[config.mk]
export PLATFORM = sky130hd
export DESIGN_NAME = disp_scan_ctrl
export DESIGN_NICKNAME = d
export VERILOG_FILES = /design/src/rtl/dscan_pkg.sv /design/src/rtl/dscan_tick.sv /design/src/rtl/dscan_seq.sv /design/src/rtl/dscan_ram.sv /design/src/rtl/disp_scan_ctrl.sv
export SDC_FILE = /design/constraint.sdc
export NUM_CORES = 1
export LEC_CHECK = 0
export BUFFER_PORTS_ARGS = -buffer_cell sky130_fd_sc_hd__buf_2
export CORE_MARGIN = 4
export CORE_UTILIZATION = 29
export CTS_CLUSTER_DIAMETER = 60
export DETAILED_ROUTE_END_ITERATION = 8
export GPL_TIMING_DRIVEN = 0
export PLACE_DENSITY = 0.56
export SYNTH_ARGS = -nofsm -noshare
export SYNTH_HDL_FRONTEND = slang
export SYNTH_SLANG_ARGS = --single-unit
[constraint.sdc]
create_clock -name clk -period 2.5 [get_ports clk]
set_clock_uncertainty 0.15 [all_clocks]
set_input_delay 0 -clock clk [delete_from_list [all_inputs] [get_ports clk]]
set_output_delay 0 -clock clk [all_outputs]
set_load 0.02 [all_outputs]
[src/rtl/dscan_pkg.sv]
package dscan_pkg;
  localparam int SCAN_W = 4;
  localparam int NPOS   = 1 << SCAN_W;

  // rotate scan count left by one bit to get the lit position index
  function automatic logic [SCAN_W-1:0] scan_to_pos(input logic [SCAN_W-1:0] s);
    return {s[SCAN_W-2:0], s[SCAN_W-1]};
  endfunction
endpackage

[src/rtl/dscan_tick.sv]
module dscan_tick #(
  parameter int TICK_DIV = 1000
) (
  input  logic clk,
  input  logic rst,
  output logic tick_o
);
  localparam int CW = (TICK_DIV > 1) ? $clog2(TICK_DIV) : 1;

  generate
    if (TICK_DIV > 1) begin : g_div
      logic [CW-1:0] cnt_q;
      always_ff @(posedge clk) begin
        if (rst) cnt_q <= '0;
        else if (cnt_q == CW'(TICK_DIV - 1)) cnt_q <= '0;
        else cnt_q <= cnt_q + 1'b1;
      end
      assign tick_o = (cnt_q == CW'(TICK_DIV - 1));

      // spacing of ticks
      assert_tick_spaced_R6: assert property (@(posedge clk) disable iff (rst)
        tick_o |=> !tick_o);
    end else begin : g_nodiv
      assign tick_o = 1'b1;
    end
  endgenerate
endmodule

[src/rtl/dscan_seq.sv]
module dscan_seq
  import dscan_pkg::*;
#(
  parameter int STEP_TICKS = 8
) (
  input  logic              clk,
  input  logic              rst,
  input  logic              tick_i,
  output logic [SCAN_W-1:0] scan_o,
  output logic              blank_o
);
  localparam int PW = (STEP_TICKS > 1) ? $clog2(STEP_TICKS) : 1;
  localparam logic [PW-1:0] LAST = PW'(STEP_TICKS - 1);

  logic [PW-1:0]     phase_q;
  logic [SCAN_W-1:0] scan_q;

  always_ff @(posedge clk) begin
    if (rst) begin
      phase_q <= '0;
      scan_q  <= '0;
    end else if (tick_i) begin
      if (phase_q == LAST) begin
        phase_q <= '0;
        scan_q  <= scan_q + 1'b1;
      end else begin
        phase_q <= phase_q + 1'b1;
      end
    end
  end

  assign scan_o  = scan_q;
  assign blank_o = (phase_q == '0);

  // scan count only ever steps by one
  assert_scan_step_R3: assert property (@(posedge clk) disable iff (rst)
    (scan_q != $past(scan_q)) |-> (scan_q == SCAN_W'($past(scan_q) + 1'b1)));

  // a new step always opens with the blanking phase
  assert_step_opens_blank_R6: assert property (@(posedge clk) disable iff (rst)
    (tick_i && phase_q == LAST) |=> blank_o);
endmodule

[src/rtl/dscan_ram.sv]
module dscan_ram #(
  parameter int W     = 8,
  parameter int DEPTH = 16,
  localparam int AW   = $clog2(DEPTH)
) (
  input  logic          clk,
  input  logic          rst,
  input  logic          we,
  input  logic [AW-1:0] waddr,
  input  logic [W-1:0]  wdata,
  input  logic [AW-1:0] raddr,
  output logic [W-1:0]  rdata
);
  logic [W-1:0]     mem [DEPTH];
  logic [DEPTH-1:0] valid_q;
  logic [W-1:0]     rd_q;
  logic             rd_vld_q;

  // plain array with synchronous read, read-first: maps to block RAM
  always_ff @(posedge clk) begin
    if (we) mem[waddr] <= wdata;
    rd_q <= mem[raddr];
  end

  // per-entry written flags give a zero image after reset
  always_ff @(posedge clk) begin
    if (rst) begin
      valid_q  <= '0;
      rd_vld_q <= 1'b0;
    end else begin
      if (we) valid_q[waddr] <= 1'b1;
      rd_vld_q <= valid_q[raddr];
    end
  end

  assign rdata = rd_vld_q ? rd_q : '0;
endmodule

[src/rtl/disp_scan_ctrl.sv]
module disp_scan_ctrl
  import dscan_pkg::*;
#(
  parameter int SEG_W      = 8,
  parameter int TICK_DIV   = 1000,
  parameter int STEP_TICKS = 8
) (
  input  logic              clk,
  input  logic              rst,
  input  logic              host_req,
  input  logic [SCAN_W-1:0] host_addr,
  input  logic [SEG_W-1:0]  host_data,
  output logic [SEG_W-1:0]  seg_o,
  output logic [NPOS-1:0]   pos_sel_o
);
  logic              tick;
  logic [SCAN_W-1:0] scan;
  logic              phase_blank;
  logic [SCAN_W-1:0] scan_pos;
  logic [SCAN_W-1:0] rd_addr;
  logic [SEG_W-1:0]  rd_data;

  dscan_tick #(.TICK_DIV(TICK_DIV)) u_tick (
    .clk(clk), .rst(rst), .tick_o(tick)
  );

  dscan_seq #(.STEP_TICKS(STEP_TICKS)) u_seq (
    .clk(clk), .rst(rst), .tick_i(tick), .scan_o(scan), .blank_o(phase_blank)
  );

  assign scan_pos = scan_to_pos(scan);
  assign rd_addr  = host_req ? host_addr : scan_pos;

  dscan_ram #(.W(SEG_W), .DEPTH(NPOS)) u_ram (
    .clk(clk), .rst(rst),
    .we(host_req), .waddr(host_addr), .wdata(host_data),
    .raddr(rd_addr), .rdata(rd_data)
  );

  // stage 1: align control with the synchronous memory read
  logic              s1_blank;
  logic [SCAN_W-1:0] s1_pos;

  always_ff @(posedge clk) begin
    if (rst) begin
      s1_blank <= 1'b1;
      s1_pos   <= '0;
    end else begin
      s1_blank <= phase_blank | host_req;
      s1_pos   <= scan_pos;
    end
  end

  logic [NPOS-1:0] pos_dec;
  for (genvar i = 0; i < NPOS; i++) begin : g_dec
    assign pos_dec[i] = (s1_pos == SCAN_W'(i));
  end

  // stage 2: registered outputs
  always_ff @(posedge clk) begin
    if (rst) begin
      seg_o     <= '0;
      pos_sel_o <= '0;
    end else if (s1_blank) begin
      seg_o     <= '0;
      pos_sel_o <= '0;
    end else begin
      seg_o     <= rd_data;
      pos_sel_o <= pos_dec;
    end
  end

  assert_pos_onehot_R4: assert property (@(posedge clk) disable iff (rst)
    $onehot0(pos_sel_o));

  assert_seg_only_lit_R5: assert property (@(posedge clk) disable iff (rst)
    (seg_o != '0) |-> (pos_sel_o != '0));

  assert_host_blank_R7: assert property (@(posedge clk) disable iff (rst)
    host_req |-> ##2 (pos_sel_o == '0 && seg_o == '0));

  assert_phase_blank_R6: assert property (@(posedge clk) disable iff (rst)
    phase_blank |-> ##2 (pos_sel_o == '0));
endmodule

==> results.md <==
- Run status: complete, no violations
- Global-route wire length before repair: 25.1 mm
- Post-Syn Area: 0.00737 mm2
- Synth warn: 0
- Largest net degree at the start of global routing: 19
- WL final: 15.9 mm
- Period minus WS final: 2380 ps
- GRT Total Usage: 0.117
- Sequential Power Share: 0.547
- Post-route ant nets: 0
- DRC: 0
- Initial antenna violation count: 0
- Routed wire per std cell: 17.8 um
- Power per Cell Area: 753 mW/mm2
- Die height: 167 um
- Site row count: 58
- Post-route total power: 6.55 mW
- Max Fclk: 419 MHz
- Pleak: 3.02 nW
- Footprint of the multi-input gates: 0.00201 mm2
- CTS buffer count: 17
- Sequential element share of the synthesized area: 0.714
- Setup WS pre-CTS: 69.4 ps
- Register area: 0.00527 mm2
- Half-perimeter wire length after detailed placement: 10.5 mm
- Worst-path clk slew: 70 ps
- Mean area per synthesized cell: 15.2 um2
- Setup CP Type: reg2reg
- Main synth FF type: edfxtp_1
- Starting Density: 0.294
- Top cell type's share of synthesized area: 0.521
- Worst slew pin tran: 1190 ps
- Psw: 1.45 mW
- Synth cell types: 36
- DRT iter0 DRCs: 330
- FILL cells: 2419
- Worst skew pair latency: 430 ps
- Yosys reg bits: 199
- Mapped Nets: 506
- Core area: 0.0251 mm2
- Share of layout cells above drive strength 1: 0.206
- Placed cell count: 852
- Most common cell in the synthesized netlist: edfxtp_1
- Area delta synth->final: 17.9%
- CP max stage cell: mux4_2
- Final Max Slew Viols: 0
- Largest delay share family, worst path: multiplexers
- Crit path buffers/inverters: 1
- Clock tree sinks: 199
- Logic pwr share: 0.047
- Fin cells: 897
- Worst Path Arrival: 2540 ps
- Slew headroom: 0.205
- Synth Instances: 486
- CTS Buffer Depth: 2
- Clk root buf: clkbuf_16
- Critical Path Sink Type: register
- Sw Ratio: 0.222
- CP cell instances: nand2b_2 > nand2_2 > buf_6 > mux4_2 > a22oi_1 > nand2_1
- # H-tree levels: 4
- CTS tree: built
- Port Buffer Count: 35
- Final Hold Fails: 0
- Pint: 5.09 mW
- Vias in the first global route: 4351
- Max VDD drop: 0.320 mV
- Crit path largest cell delay: 540 ps
- Async SR Flop Fraction: 0
- Final Cycle Share: 0.954
- Clock Power Share: 0.406
- Iteration count of the initial detailed-routing pass: 5
- Startpoint Class: register
- Post-CTS Setup Bufs: 0
- Data required time of the worst path: 2660 ps
- Area contributors post-synth: edfxtp_1, dfxtp_1, mux4_2, nor2_1, a22oi_1
- Post-synth EDFFs: 128
- RSZ-0062 raised after global routing: no
- Crit-path max FO: 10
- Avg Vias per Cell: 4.70
- Die area: 0.0280 mm2
- Final setup fails: 0
- I/O pin cnt: 39
- Antenna diodes: 0
- GPL Wtd Cong: 0.854
- Grt ovf: 0
- Nets: 574
- Hold Crit Class: in2reg
- DR vias: 4220
- Chip width: 167 um
- Top cells by count, synth: edfxtp_1, nor2_1, dfxtp_1, mux4_2, nand2_1
- Worst setup margin: 116 ps
- Synth area leader: edfxtp_1
- Fin Setup TNS: 0 ps
- Maxcap violations: 0
## cell usage in the layout (no fill, tap or decap), types with 7 or more instances in the layout
master / Yosys / final
a21oi_1: 7 / 7
a22oi_1: 17 / 17
and3_1: 10 / 10
buf_2: 6 / 41
clkbuf_1: 9 / 11
clkbuf_16: 0 / 17
dfxtp_1: 71 / 71
dlygate4sd3_1: 0 / 13
edfxtp_1: 128 / 128
mux4_2: 32 / 32
nand2_1: 20 / 20
nand2b_1: 10 / 10
nand3_1: 8 / 8
nor2_1: 84 / 84
o21ai_0: 12 / 12
o22ai_1: 7 / 7
## repair_timing
| action | in CTS | in global routing |
|---|---|---|
| endpoints found under the setup margin | 0 | 6 |
| hold buffers | 13 | 0 |
| endpoints found under the hold margin | 139 | 0 |
| resized for setup | 0 | 2 |
## final timing paths
| path | from | to | slack (ps) | cells past startpoint |
|---|---|---|---|---|
| hold reg to reg | u_tick.g_div.cnt_q[0] | u_tick.g_div.cnt_q[0] | 300 | 1 |
| setup / recovery | u_seq.scan_o[0] | u_ram.rd_q[2] | 120 | 6 |
| setup reg to reg | u_seq.scan_o[0] | u_ram.rd_q[2] | 120 | 6 |
| hold / removal | host_addr[3] | u_ram.rd_vld_q | 40 | 5 |
## layout make-up
cell class / count / area share
Clock inverter: 13 / 0.0155
Inverter: 6 / 0.00259
Multi-Input combinational cell: 262 / 0.231
Sequential cell: 199 / 0.605
Buffer: 19 / 0.0121
Clock buffer: 19 / 0.0498
Timing Repair Buffer: 49 / 0.0360
Tap cell: 330 / 0.0475
## cells by family (layout without fill, tap and decap cells)
group | count (synthesis) | count (layout) | share of synthesized area
and+or+nand+nor | 161 | 161 | 0.103
adders and majority gates | 5 | 5 | 0.00848
AOI/OAI and AO/OA | 51 | 51 | 0.0436
DFF | 199 | 199 | 0.714
buffers and inverters | 25 | 106 | 0.0168
muxes | 38 | 38 | 0.106
xor gates and xnor gates | 7 | 7 | 0.00832
## state kept, by name (all words and copies together) (netlist names)
register / count
pos_sel_o: 16
s1_blank: 1
u_ram.valid_q: 16
u_ram.mem: 128
u_seq.scan_o: 4
s1_pos: 4
u_ram.rd_vld_q: 1
seg_o: 8
u_tick.g_div.cnt_q: 10
u_ram.rd_q: 8
u_seq.phase_q: 3
## worst min-delay path, cell delays in order
cell and delay, ps:
buf_2 130, mux2i_1 160, a31oi_1 60, o21ai_0 80, o211a_1 140
## power groups by stage
| stage | Combinational, mW | Sequential [mW] | Clock, mW |
|---|---|---|---|
| 6_report | 0.308 | 3.58 | 2.66 |
| 5_1_grt | 0.338 | 3.59 | 2.87 |
| 4_1_cts | 0.309 | 3.58 | 2.72 |
| 3_5_place_dp | 0.292 | 3.66 | 0 |
| 3_3_place_gp | 0.282 | 3.65 | 0 |
| 2_1_floorplan | 0.183 | 3.65 | 0 |
## metrics by stage
stage	cell area, um2	hold WS, ps	util
2_1_floorplan	7370	-51.1	-
3_3_place_gp	7960	225	0.317
3_5_place_dp	7980	247	0.318
4_1_cts	8680	21.8	0.346
5_1_grt	8700	52.9	0.346
6_report	8700	41.4	0.346
## per-layer routing
layer  GRT usage  share of wire  vias up
met5           0              0        -
li1            -              -     1959
met4      0.0388          0.016        0
met3      0.0271          0.045       20
met1       0.154           0.44     2126
met2       0.192           0.50      115
No activity file was read; power rests on OpenSTA's default activity.
